`config.mk`:
```
export PLATFORM = sky130hd
export DESIGN_NAME = rr_link_distributor
export DESIGN_NICKNAME = d
export VERILOG_FILES = /design/src/rtl/rrd_pkg.sv /design/src/rtl/rrd_pointer.sv /design/src/rtl/rrd_lane.sv /design/src/rtl/rrd_tag_table.sv /design/src/rtl/rr_link_distributor.sv
export SDC_FILE = /design/constraint.sdc
export NUM_CORES = 1
export LEC_CHECK = 0
export BUFFER_PORTS_ARGS = -buffer_cell sky130_fd_sc_hd__buf_2
export CORE_UTILIZATION = 50
export CTS_CLUSTER_SIZE = 30
export DETAILED_ROUTE_END_ITERATION = 10
export PLACE_DENSITY = 0.71
export REMOVE_ABC_BUFFERS = 1
export SLEW_MARGIN = 20
export SYNTH_ARGS = -nofsm -noshare
export SYNTH_HDL_FRONTEND = slang
export SYNTH_HIERARCHICAL = 1
export SYNTH_SLANG_ARGS = --single-unit
```
`constraint.sdc`:
```
create_clock -name clk -period 3.5 [get_ports clk]
set_input_delay 0.35 -clock clk [delete_from_list [all_inputs] [get_ports clk]]
set_output_delay 0.35 -clock clk [all_outputs]
set_load 0.005 [all_outputs]
```
`src/rtl/rrd_pkg.sv`:
```
package rrd_pkg;
  typedef enum logic [1:0] {
    GATE_OPEN   = 2'd0,
    GATE_BUSY   = 2'd1,
    GATE_TABLE  = 2'd2,
    GATE_BOUNCE = 2'd3
  } gate_e;

  function automatic int sel_width(input int n);
    return (n > 1) ? $clog2(n) : 1;
  endfunction
endpackage

```
`src/rtl/rrd_pointer.sv`:
```
module rrd_pointer #(
  parameter int N     = 4,
  parameter int SEL_W = 2
) (
  input  logic             clk,
  input  logic             rst_n,
  input  logic             adv,
  output logic [SEL_W-1:0] sel
);
  localparam logic [SEL_W-1:0] LAST = SEL_W'(N - 1);

  logic [SEL_W-1:0] ptr_q, ptr_d;
  logic             ptr_en;

  always_comb begin
    ptr_en = adv;
    ptr_d  = (ptr_q == LAST) ? '0 : ptr_q + 1'b1;
  end

  always_ff @(posedge clk or negedge rst_n) begin
    if (!rst_n)      ptr_q <= '0;
    else if (ptr_en) ptr_q <= ptr_d;
  end

  assign sel = ptr_q;
endmodule

```
`src/rtl/rrd_lane.sv`:
```
module rrd_lane #(
  parameter int SIZE_W  = 5,
  parameter int BEAT_LG = 2,
  parameter int PKT_W   = 16,
  parameter int BYTE_W  = 20
) (
  input  logic              clk,
  input  logic              rst_n,
  input  logic              accept,
  input  logic              bounce,
  input  logic              has_data,
  input  logic [SIZE_W-1:0] size,
  output logic              busy,
  output logic [PKT_W-1:0]  pkts,
  output logic [BYTE_W-1:0] bytes
);
  localparam int WIN_W = SIZE_W - BEAT_LG + 1;
  localparam logic [SIZE_W:0] ROUND = (SIZE_W+1)'((1 << BEAT_LG) - 1);

  logic [WIN_W-1:0]  win_q, win_d;
  logic [SIZE_W:0]   rounded;
  logic [WIN_W-1:0]  beats;
  logic              win_en;
  logic [PKT_W-1:0]  pkts_q, pkts_d;
  logic [BYTE_W-1:0] bytes_q, bytes_d;
  logic              stat_en;

  always_comb begin
    rounded = {1'b0, size} + ROUND;
    beats   = has_data ? rounded[SIZE_W:BEAT_LG] : '0;
    win_en  = accept | bounce | (win_q != '0);
    if (accept)      win_d = beats;
    else if (bounce) win_d = WIN_W'(1);
    else             win_d = win_q - 1'b1;
  end

  always_comb begin
    stat_en = accept;
    pkts_d  = pkts_q + 1'b1;
    bytes_d = bytes_q + (has_data ? BYTE_W'(size) : '0);
  end

  always_ff @(posedge clk or negedge rst_n) begin
    if (!rst_n)      win_q <= '0;
    else if (win_en) win_q <= win_d;
  end

  always_ff @(posedge clk or negedge rst_n) begin
    if (!rst_n) begin
      pkts_q  <= '0;
      bytes_q <= '0;
    end else if (stat_en) begin
      pkts_q  <= pkts_d;
      bytes_q <= bytes_d;
    end
  end

  assign busy  = (win_q != '0);
  assign pkts  = pkts_q;
  assign bytes = bytes_q;
endmodule

```
`src/rtl/rrd_tag_table.sv`:
```
module rrd_tag_table #(
  parameter int DEPTH = 4,
  parameter int TAG_W = 3
) (
  input  logic             clk,
  input  logic             rst_n,
  input  logic             alloc,
  input  logic [TAG_W-1:0] req_tag,
  input  logic             release_hit,
  input  logic [TAG_W-1:0] rsp_tag,
  output logic             full,
  output logic             dup,
  output logic             hit
);
  logic [DEPTH-1:0] vld_q, vld_d;
  logic [TAG_W-1:0] tag_q [DEPTH];
  logic [DEPTH-1:0] req_match, rsp_match, free_vec, alloc_vec;
  logic             found;

  always_comb begin
    for (int i = 0; i < DEPTH; i++) begin
      req_match[i] = vld_q[i] && (tag_q[i] == req_tag);
      rsp_match[i] = vld_q[i] && (tag_q[i] == rsp_tag);
    end
    free_vec  = ~vld_q;
    alloc_vec = '0;
    found     = 1'b0;
    for (int i = 0; i < DEPTH; i++) begin
      if (free_vec[i] && !found) begin
        alloc_vec[i] = alloc;
        found        = 1'b1;
      end
    end
    vld_d = (vld_q & ~(rsp_match & {DEPTH{release_hit}})) | alloc_vec;
  end

  assign full = &vld_q;
  assign dup  = |req_match;
  assign hit  = |rsp_match;

  always_ff @(posedge clk or negedge rst_n) begin
    if (!rst_n) vld_q <= '0;
    else        vld_q <= vld_d;
  end

  for (genvar g = 0; g < DEPTH; g++) begin : g_slot
    always_ff @(posedge clk or negedge rst_n) begin
      if (!rst_n)            tag_q[g] <= '0;
      else if (alloc_vec[g]) tag_q[g] <= req_tag;
    end
  end
endmodule

```
`src/rtl/rr_link_distributor.sv`:
```
module rr_link_distributor #(
  parameter int N         = 4,
  parameter int TAG_W     = 3,
  parameter int SIZE_W    = 5,
  parameter int BEAT_LG   = 2,
  parameter int DEPTH     = 4,
  parameter int FRONT_CYC = 1,
  parameter int FWD_CYC   = 2,
  parameter int DLY_W     = 8,
  parameter int PKT_W     = 16,
  parameter int BYTE_W    = 20
) (
  input  logic                clk,
  input  logic                rst_n,
  input  logic                up_valid,
  output logic                up_ready,
  input  logic [TAG_W-1:0]    up_tag,
  input  logic                up_needs_rsp,
  input  logic                up_answered,
  input  logic                up_has_data,
  input  logic [SIZE_W-1:0]   up_size,
  input  logic [DLY_W-1:0]    up_delay,
  output logic [N-1:0]        dn_valid,
  input  logic [N-1:0]        dn_ready,
  output logic [TAG_W-1:0]    dn_tag,
  output logic                dn_has_data,
  output logic [SIZE_W-1:0]   dn_size,
  output logic [DLY_W-1:0]    dn_delay,
  input  logic                rsp_valid,
  output logic                rsp_ready,
  input  logic [TAG_W-1:0]    rsp_tag,
  output logic                up_rsp_valid,
  input  logic                up_rsp_ready,
  output logic [TAG_W-1:0]    up_rsp_tag,
  input  logic [N-1:0]        rng_note,
  output logic                rng_up,
  output logic [N-1:0]        rng_seen,
  output logic [N*PKT_W-1:0]  stat_pkts,
  output logic [N*BYTE_W-1:0] stat_bytes
);
  import rrd_pkg::*;

  localparam int SEL_W = sel_width(N);
  localparam logic [DLY_W-1:0] LAT = DLY_W'(FRONT_CYC + FWD_CYC);

  logic [SEL_W-1:0] sel;
  logic [N-1:0]     lane_busy;
  logic [N-1:0]     accept_vec, bounce_vec;
  logic             tracked, tab_full, tab_dup, tab_hit, tab_block;
  logic             issue, rsp_take;
  gate_e            gate;
  logic [N-1:0]     seen_q, seen_d;

  rrd_pointer #(.N(N), .SEL_W(SEL_W)) u_ptr (
    .clk(clk), .rst_n(rst_n), .adv(up_valid), .sel(sel)
  );

  always_comb begin
    tracked   = up_needs_rsp & ~up_answered;
    tab_block = tracked & (tab_full | tab_dup);
    if (lane_busy[sel])     gate = GATE_BUSY;
    else if (tab_block)     gate = GATE_TABLE;
    else if (!dn_ready[sel]) gate = GATE_BOUNCE;
    else                    gate = GATE_OPEN;
    issue    = up_valid & ((gate == GATE_OPEN) | (gate == GATE_BOUNCE));
    dn_valid = '0;
    if (issue) dn_valid[sel] = 1'b1;
    accept_vec = dn_valid & dn_ready;
    bounce_vec = dn_valid & ~dn_ready;
    up_ready   = |accept_vec;
  end

  assign dn_tag      = up_tag;
  assign dn_has_data = up_has_data;
  assign dn_size     = up_size;
  assign dn_delay    = up_delay + LAT;

  for (genvar g = 0; g < N; g++) begin : g_lane
    rrd_lane #(
      .SIZE_W(SIZE_W), .BEAT_LG(BEAT_LG), .PKT_W(PKT_W), .BYTE_W(BYTE_W)
    ) u_lane (
      .clk      (clk),
      .rst_n    (rst_n),
      .accept   (accept_vec[g]),
      .bounce   (bounce_vec[g]),
      .has_data (up_has_data),
      .size     (up_size),
      .busy     (lane_busy[g]),
      .pkts     (stat_pkts[g*PKT_W +: PKT_W]),
      .bytes    (stat_bytes[g*BYTE_W +: BYTE_W])
    );
  end

  always_comb begin
    up_rsp_valid = rsp_valid & tab_hit;
    rsp_ready    = ~tab_hit | up_rsp_ready;
    rsp_take     = rsp_valid & tab_hit & up_rsp_ready;
  end
  assign up_rsp_tag = rsp_tag;

  rrd_tag_table #(.DEPTH(DEPTH), .TAG_W(TAG_W)) u_tab (
    .clk         (clk),
    .rst_n       (rst_n),
    .alloc       (up_ready & tracked),
    .req_tag     (up_tag),
    .release_hit (rsp_take),
    .rsp_tag     (rsp_tag),
    .full        (tab_full),
    .dup         (tab_dup),
    .hit         (tab_hit)
  );

  always_comb seen_d = seen_q | rng_note;

  always_ff @(posedge clk or negedge rst_n) begin
    if (!rst_n) seen_q <= '0;
    else        seen_q <= seen_d;
  end

  assign rng_up   = rng_note[0];
  assign rng_seen = seen_q;
endmodule

```
==> impl_metrics.ini, run 1 <==
[global_route]
grt_pass1_wl_mm = 33.19
overflow = 0
grt_max_degree = 101
first_global_vias = 6838
track_usage_pct = 20.82
antenna_found_initial = 1

[setup_path]
crit_path_start = u_tab/tag_q[7]
cp-end-kind = register
cp-start-kind = register
worstSetupPathType = register to register
arrival_ns = 3.10
crit_path_max_fanout = 8
crit_required_ns = 3.81
r2r-start = u_tab/tag_q[7]

[clocking]
clockBufferDepth = 2
clk_pin_slew_ns = 0.07
clockRootBuffer = clkbuf_16
cts-htree-levels = 4
postCtsSetupRepairBufs = 0
cts_tree = done
ctsResizeCount = 0
numCtsBuffers = 17
clk_latency_ns = 0.43
hold_buffers = 0
cts.sinks = 182

[cells_and_area]
layout-drive-gt1-share_pct = 28.73
finalNonFillerCells = 1374
syn_to_final_growth_pct = 19.86
nets = 1170
regArea_um2 = 4554
antenna_cells = 0
final_common_cell = buf_2
multi_input_area_um2 = 4852
fillers = 1590
final_cell_mix = buf_2, dfrtp_1, xnor2_1

[sta]
hold_violations = 0
rsz0062_at_grt = false
min_period_ns = 2.791
setup_slack_ns = 0.7092
relSlewSlack_pct = 46.29
setup_viol = 0
slew_viol_final = 0
period_share_pct = 79.74
worstMarginPinSlew_ns = 0.8056
fmax_mhz = 358.3
hold_ws_ns = 0.009042
finClkSkew_ns = 0.009114

[yosys]
synth_edf_count = 0
ys_ff_latch = 182
yosysSeqAreaShare_pct = 47.16
yosysTopAreaCell = dfrtp_1
syn_inst = 894
synthFlopType = dfrtp_1
async_flop_share_pct = 100.0
ys_warn_count = 6
synth.top_cell.area_share_pct = 47.16
synthDistinctLibCells = 58
syn_area_per_cell_um2 = 10.80
synth_area_um2 = 9658
yosys-top-cells-area = dfrtp_1, xnor2_1, ha_1

[power_and_ir_drop]
ir_drop_uv = 406.8
leakagePower_nw = 5.727
power.density_nw_per_um2 = 548.4

[run_status]
status = finished, final reports clean

[placement]
post-place-ws_ns = 0.7404
io_buffers = 210
hpwl_mm = 14.15
place_inst = 1342
gp_congestion = 0.8366

[job]
maxCapViolations = 0

[min_path]
worstHoldPathType = input pin to asynchronous set/reset pin

[floorplanning]
fp.coreArea_um2 = 18830
rows = 50
die_w_um = 141.0
die_y_um = 141.0
die_area_um2 = 19880
start_util_pct = 51.29
boundaryPins = 211

[route]
drtIter0Drc = 398
route.detailed.drc = 0
routedWlPerCell_um = 14.72
viasPerCell = 5.255
firstDrtPassIters = 4
antenna_left = 0
num_vias = 7221
wl_mm = 20.22
==> cell usage after synthesis, types with 12 or more instances <==
library cell / count
nor2_1: 47
and2_1: 24
nor3_1: 12
a21oi_1: 13
mux2_2: 27
a21o_1: 12
nand2_1: 52
inv_1: 28
a211oi_1: 12
xor2_1: 25
nand3_1: 53
buf_4: 13
buf_2: 12
ha_1: 30
o21ai_0: 17
dfrtp_1: 182
and3_1: 17
xnor2_1: 153
nand4_1: 59
==> power breakdown <==
group	leakage, nW	total, mW	internal [mW]	switching (mW)
Combinational	3.01	1.68	0.800	0.882
Clock	0.285	1.94	1.10	0.843
Sequential	2.43	2.72	2.40	0.319
==> worst max-delay path: stages (launching register included) <==
cell,delay (ns)
dfrtp_1,0.42
xnor2_1,0.16
nand4_1,0.14
nand4_1,0.11
nor2_1,0.15
o21ai_1,0.12
nor4bb_4,0.59
nand4_1,0.32
nor2_1,0.33
nand4_1,0.17
xnor2_1,0.16
==> through the flow <==
stage          cell area [um2]  util, %  total power [mW]  setup TNS [ns]
2_1_floorplan             9478        -             3.852          -39.86
3_3_place_gp             10980    58.29             4.387               0
3_5_place_dp             10980    58.29             4.430               0
4_1_cts                  11580    61.48             6.423               0
5_1_grt                  11580    61.48             6.744               0
6_report                 11580    61.48             6.348               0
==> state kept, by name, summed over array words and instances (netlist names) <==
signal and count:
g_lane.u_lane/pkts 64, u_tab/vld_q 4, g_lane.u_lane/bytes 80, rng_seen 4, u_ptr/sel 2, g_lane.u_lane/win_q 16, u_tab/tag_q 12
==> metal layers <==
| layer | part of all wire, % | GRT usage (%) |
|---|---|---|
| met5 | 0 | 0 |
| met4 | 1.2 | 6.693 |
| met1 | 48 | 29.36 |
| met3 | 4.9 | 4.246 |
| met2 | 45 | 32.21 |
==> cell type report <==
cell class	instances	share of cell area [%]
Multi-Input combinational cell	653	41.92
Inverter	28	0.9079
Tap cell	260	2.810
Sequential cell	182	39.34
Clock buffer	20	3.945
Timing Repair Buffer	219	9.846
Clock inverter	12	1.232
==> cells by family after synthesis <==
group / synth area share [%]
buf+inv: 2.954
xor+xnor: 16.14
mux: 3.731
flops: 47.16
fa+ha+maj: 4.716
simple gates: 19.02
compound gates: 6.283
==> worst paths after layout <==
path	endpoint	depth (start not counted)	slack (ns)
max	g_lane[0].u_lane/bytes[13]	10	0.71
min in group clk	rng_seen[1]	2	0.11
min	g_lane[1].u_lane/bytes[18]	1	0.009
max in group asynchronous	g_lane[1].u_lane/pkts[4]	2	2.54
min reg2reg	rng_seen[2]	1	0.46
max reg2reg	g_lane[0].u_lane/bytes[13]	10	0.71
Note: power is estimated with default switching activity, not from simulation.
==> run 2, diff against run 1 <==
--- a/config.mk
+++ b/config.mk
@@ -9,7 +9,7 @@
 export CORE_UTILIZATION = 50
 export CTS_CLUSTER_SIZE = 30
 export DETAILED_ROUTE_END_ITERATION = 10
-export PLACE_DENSITY = 0.71
+export PLACE_DENSITY = 0.74
 export REMOVE_ABC_BUFFERS = 1
 export SLEW_MARGIN = 20
 export SYNTH_ARGS = -nofsm -noshare
==> constraint.sdc (replaced) <==
create_clock -name clk -period 2.45 [get_ports clk]
set_input_delay 0.245 -clock clk [delete_from_list [all_inputs] [get_ports clk]]
set_output_delay 0.245 -clock clk [all_outputs]
set_load 0.005 [all_outputs]
==> run 2 against run 1 <==
  * Worst hold slack better by 0.019 ns
  * Design area up 5.7%
  * Clock skew up 0.0018 ns
  * Register-to-register slack worse by 0.66 ns
  * Worst setup slack worse by 0.66 ns
  * Via count up 4.8%
  * Global-route usage up 0.55 points
  * Die area unchanged
==> impl_metrics.ini, run 2 (synthesized netlist as in run 1, its figures left out) <==
[setup_path]
crit_top_cell = nand4_1
cpLargestDelayFamily = simple AND/OR/NAND/NOR gates
path_buf_inv = 3
cp-start-kind = register
crit_path_max_fanout = 4
crit_path_top_delay_cell = dfrtp_1
crit_required_ns = 2.76
worstPathCellList = xnor2_1 > nand4_1 > nand4_1 > nor2_2 > o21ai_2 > buf_4 > nor4bb_4 > buf_4 > nand4_1 > buf_6 > nor4_4 > nand3_1 > xnor2_1
critPathMaxStageDelay_ns = 0.39
worstSetupPathType = register to register
arrival_ns = 2.71
cp-end-kind = register
r2r_slack_ns = 0.05

[global_route]
antenna_found_initial = 1
gr-usage-met1_pct = 29.14
first_global_vias = 6937
grt_max_degree = 68
track_usage_pct = 21.37
met3_usage_pct = 4.280
grt_pass1_wl_mm = 33.75
busiest_layer = met2
overflow = 0
gr-usage-met2_pct = 34.22

[floorplanning]
die_area_um2 = 19880
boundaryPins = 211
die_w_um = 141.0
die_y_um = 141.0
fp.coreArea_um2 = 18830
rows = 50
start_util_pct = 51.29

[power_and_ir_drop]
p_seq_share_pct = 41.4
ir_drop_uv = 588.9
p_switching_mw = 3.024
pwr-share-clk_pct = 30.0
p_int_mw = 6.288
power.density_nw_per_um2 = 761.1
p_sw_share_pct = 32.47
comb_power_share_pct = 28.5
leakagePower_nw = 6.135

[sta]
rsz0062_at_grt = true
hold_violations = 0
period_share_pct = 97.98
setup_viol = 0
setup_slack_ns = 0.04961
fmax_mhz = 416.6
finClkSkew_ns = 0.01088
relSlewSlack_pct = 53.71
min_period_ns = 2.400
slew_viol_final = 0
worstMarginPinSlew_ns = 0.6880

[run_status]
status = finished, final reports clean

[clocking]
clockRootBuffer = clkbuf_16
cts.sinks = 182
clk_latency_ns = 0.43
numCtsBuffers = 17
cts_tree = done
clockBufferDepth = 2
clk_pin_slew_ns = 0.07
cts-htree-levels = 4

[route]
viasPerCell = 5.265
antenna_left = 0
route.detailed.drc = 0
drtIter0Drc = 319
wl_mm = 21.17
num_vias = 7571
routedWlPerCell_um = 14.72
firstDrtPassIters = 4

[cells_and_area]
finalNonFillerCells = 1438
layout-drive-gt1-share_pct = 33.39
final_cell_mix = buf_2, dfrtp_1, xnor2_1
largest_reg_flops = 80
nets = 1233
syn_to_final_growth_pct = 26.67
final_common_cell = buf_2

[placement]
place_inst = 1391
gp_congestion = 0.8413
io_buffers = 210
hpwl_mm = 15.09
post-place-ws_ns = -0.1230

[job]
maxCapViolations = 0

[min_path]
worstHoldPathType = input pin to register
run 2: cell types whose count changed in the layout (fill, tap and decap cells not counted), moves of 4 or more:
cell / before / now
nor4_2: 7 / 2
buf_6: 0 / 6
dlygate4sd3_1: 0 / 4
nor3_4: 0 / 5
nor4_4: 2 / 8
nor2_2: 1 / 5
nor3_2: 6 / 2
buf_4: 8 / 61
nor2_1: 47 / 42
run 2: metal layers:
layer  up-vias  wire, um
met5         -         0
met4         0       335
met3        24       750
met2       171      9897
met1      3687     10190
li1       3689         -
run 2: metrics by stage:
step	util (%)	setup TNS (ns)	power [mW]	instance area, um2	hold slack [ns]
final	64.97	0	9.312	12230	0.02757
after detailed placement	60.30	-1.068	6.476	11350	0.1835
after global placement	60.30	-0.1218	6.392	11350	0.1794
after CTS	63.91	-0.05271	9.352	12040	0.01430
after global routing	64.96	-1.057	9.888	12230	0.02424
after floorplan	-	-204.98	5.503	9478	-0.05059
run 2: area by class of cell:
type                       count  area, um2
sequential                   182       4554
multi-input combinational    653       4992
antenna                        1      2.502
clock buffer                  18      439.2
timing repair buffer         282       1652
tap                          260      325.3
clock inverter                14      163.9
inverter                      28      105.1
fill                        1489       6596
run 2: worst paths after layout:
path | start | end | cells past startpoint
worst max-delay path | u_tab/tag_q[6] | g_lane[0].u_lane/bytes[15] | 13
worst min-delay path | rng_note[0] | rng_seen[0] | 2
worst max register to register | u_tab/tag_q[6] | g_lane[0].u_lane/bytes[15] | 13
worst min register to register | rng_seen[2] | rng_seen[2] | 1
max in group asynchronous | rst_n | g_lane[0].u_lane/bytes[4] | 3
min in group asynchronous | rst_n | u_tab/vld_q[2] | 2
run 2: timing repair:
action / 4_1_cts / 5_1_grt
endpoints found under the hold margin: 38 / 0
setup buffers: 3 / 8
endpoints found under the setup margin: 17 / 73
hold buffers: 4 / 0
pin swaps: 6 / 30
gates resized for setup: 2 / 30
run 2: power by group through the flow:
stage          sequential, mW  clock (mW)  combinational (mW)
2_1_floorplan            3.87           0                1.64
3_3_place_gp             3.89           0                2.50
6_report                 3.86        2.79                2.66
4_1_cts                  3.85        2.88                2.62
3_5_place_dp             3.90           0                2.57
5_1_grt                  3.92        2.99                2.97
==> run 3, diff against run 2 <==
--- a/config.mk
+++ b/config.mk
@@ -9,7 +9,7 @@
 export CORE_UTILIZATION = 50
 export CTS_CLUSTER_SIZE = 30
 export DETAILED_ROUTE_END_ITERATION = 10
-export PLACE_DENSITY = 0.74
+export PLACE_DENSITY = 0.85
 export REMOVE_ABC_BUFFERS = 1
 export SLEW_MARGIN = 20
 export SYNTH_ARGS = -nofsm -noshare
==> run 3 against run 2 <==
  * The flow now finishes with violations (setup timing)
  * Worst hold slack improved by 0.0017 ns
  * Critical path depth decreased by 1
  * Critical path type unchanged
  * Sequential cell count is the same
  * Global-route usage rose by 0.61 points
  * Clock power increased by 2%
  * Power grew 1.2%
  * Highest routed layer is now met5
  * Largest power group unchanged
  * Design area up 2.3%
  * Fmax fell by 6.8%
==> impl_metrics.ini, run 3 (synthesized netlist as in run 1, its figures left out) <==
[run_status]
status = finished, violations left
violations = setup timing

[route]
drtIter0Drc = 369
viasPerCell = 5.362
num_vias = 7753
route.detailed.drc = 0
antenna_left = 0
routedWlPerCell_um = 15.09
wl_mm = 21.82
firstDrtPassIters = 4

[floorplanning]
die_area_um2 = 19880
boundaryPins = 211
die_y_um = 141.0
die_w_um = 141.0
start_util_pct = 51.29
fp.coreArea_um2 = 18830
rows = 50

[sta]
period_share_pct = 105.1
min_period_ns = 2.575
hold_ws_ns = 0.02927
worstMarginPinSlew_ns = 0.6016
relSlewSlack_pct = 59.81
hold_violations = 0
setup_slack_ns = -0.1254
setup_viol = 43
finClkSkew_ns = 0.01261
rsz0062_at_grt = true
fmax_mhz = 388.3
slew_viol_final = 0

[setup_path]
cpLargestDelayFamily = simple AND/OR/NAND/NOR gates
critPathMaxStageDelay_ns = 0.40
ff2ff_path_depth = 12
arrival_ns = 2.90
cp-start-kind = register
worstPathCellList = xnor2_1 > nand4_1 > nand4_1 > nor2_2 > o21ai_2 > buf_12 > nor4bb_4 > buf_4 > nand4_1 > nor3_4 > nand4_1 > xnor2_1
crit_path_max_fanout = 6
worstSetupPathType = register to register
r2r-start = u_tab/tag_q[10]
cp-end-kind = register
crit_required_ns = 2.77
crit_path_top_delay_cell = dfrtp_1
path_buf_inv = 2
r2r_slack_ns = -0.13
worstReg2RegEnd = g_lane[0].u_lane/pkts[15]
crit_top_cell = nand4_1

[cells_and_area]
final_common_cell = buf_2
nets = 1241
largest_reg_flops = 80
layout-drive-gt1-share_pct = 35.78
fin_util_pct = 66.45
syn_to_final_growth_pct = 29.56
final_cell_mix = buf_2, dfrtp_1, xnor2_1
fillers = 1412

[power_and_ir_drop]
comb_power_share_pct = 29.0
leakagePower_nw = 6.189
p_sw_share_pct = 32.18
ir_drop_uv = 605.5
p_int_mw = 6.393
p_switching_mw = 3.034
pwr-share-clk_pct = 30.2
power.density_nw_per_um2 = 753.3
p_seq_share_pct = 40.8

[placement]
gp_congestion = 0.8340
hpwl_mm = 15.69
io_buffers = 210

[global_route]
grt_max_degree = 69
overflow = 0
track_usage_pct = 21.99
first_global_vias = 7239
antenna_found_initial = 2
grt_pass1_wl_mm = 35.02

[clocking]
clockRootBuffer = clkbuf_16
numCtsBuffers = 17
cts_tree = done
clk_pin_slew_ns = 0.07
clockBufferDepth = 2
cts.sinks = 182
cts-htree-levels = 4
clk_latency_ns = 0.43

[min_path]
min_path_cells = 2
hp-start = rng_note[0]
holdPathEnd = rng_seen[0]
worstHoldPathType = input pin to register

[job]
maxCapViolations = 0
[run 3: cell count changes in the layout (fill, tap and decap cells not counted), moves of 3 or more]
cell / delta
inv_8: -3
nand3_4: +3
nor2_1: -5
buf_6: +5
nand3_2: +7
nand2_1: -3
nand3_1: -10
nor2_4: +5
[run 3: worst reg2reg max path, cell delays in order (launching register included)]
cell,delay (ns)
dfrtp_1,0.40
xnor2_1,0.15
nand4_1,0.10
nand4_1,0.11
nor2_2,0.15
o21ai_2,0.08
buf_12,0.14
nor4bb_4,0.38
buf_4,0.22
nand4_1,0.21
nor3_4,0.25
nand4_1,0.15
xnor2_1,0.14
[run 3: through the flow]
step / area [um2] / power, mW / setup TNS [ns] / setup slack [ns] / cells
floorplan: 9478 / 5.503 / -204.98 / -1.655 / 863
CTS: 12060 / 9.408 / -1.157 / -0.1199 / 1426
detailed placement: 11310 / 6.499 / -4.080 / -0.1738 / 1383
global placement: 11310 / 6.382 / -1.326 / -0.09557 / 1383
finish: 12510 / 9.427 / -2.912 / -0.1254 / 1446
global route: 12510 / 9.977 / -12.45 / -0.2716 / 1445
[run 3: repair_timing]
| action | in CTS | in global routing |
|---|---|---|
| hold endpoints to repair | 32 | 0 |
| setup endpoints to repair | 54 | 87 |
| pin swaps | 21 | 67 |
| setup buffers | 8 | 18 |
| gates cloned | 0 | 1 |
| hold buffers | 4 | 0 |
| resized for setup | 11 | 64 |
[run 3: worst max-delay path by stage]
| stage | startpoint | end | slack (ns) | depth (start not counted) |
|---|---|---|---|---|
| floorplan | u_tab/tag_q[1] | g_lane[0].u_lane/bytes[19] | -1.66 | 10 |
| global placement | up_tag[1] | g_lane[0].u_lane/bytes[19] | -0.1 | 12 |
| detailed placement | up_tag[0] | g_lane[0].u_lane/bytes[17] | -0.17 | 12 |
| CTS | u_tab/tag_q[5] | g_lane[0].u_lane/bytes[11] | -0.12 | 13 |
| global route | u_tab/tag_q[4] | g_lane[3].u_lane/bytes[17] | -0.27 | 13 |
| finish | u_tab/tag_q[10] | g_lane[0].u_lane/pkts[15] | -0.13 | 12 |
[run 3: per-layer routing]
layer,vias up,wire [um],track usage [%]
li1,3696,-,-
met1,3799,9759,28.90
met2,224,10630,36.21
met3,32,1024,4.586
met4,2,384,7.494
met5,-,12,0
[run 3: final cells by class]
class / count / area [um2] / share of cell area (%)
antenna: 1 / 2.502 / 0.02000
inverter: 28 / 105.1 / 0.8399
sequential: 182 / 4554 / 36.40
multi-input combinational: 653 / 5156 / 41.21
tap: 260 / 325.3 / 2.600
clock inverter: 13 / 167.7 / 1.340
clock buffer: 19 / 442.9 / 3.540
timing repair buffer: 290 / 1759 / 14.06
[run 3: power groups by stage]
stage	Clock, mW	Combinational (mW)	Sequential [mW]
6_report	2.84	2.74	3.85
3_5_place_dp	0	2.60	3.89
2_1_floorplan	0	1.64	3.87
5_1_grt	3.03	3.03	3.92
4_1_cts	2.91	2.66	3.84
3_3_place_gp	0	2.52	3.86
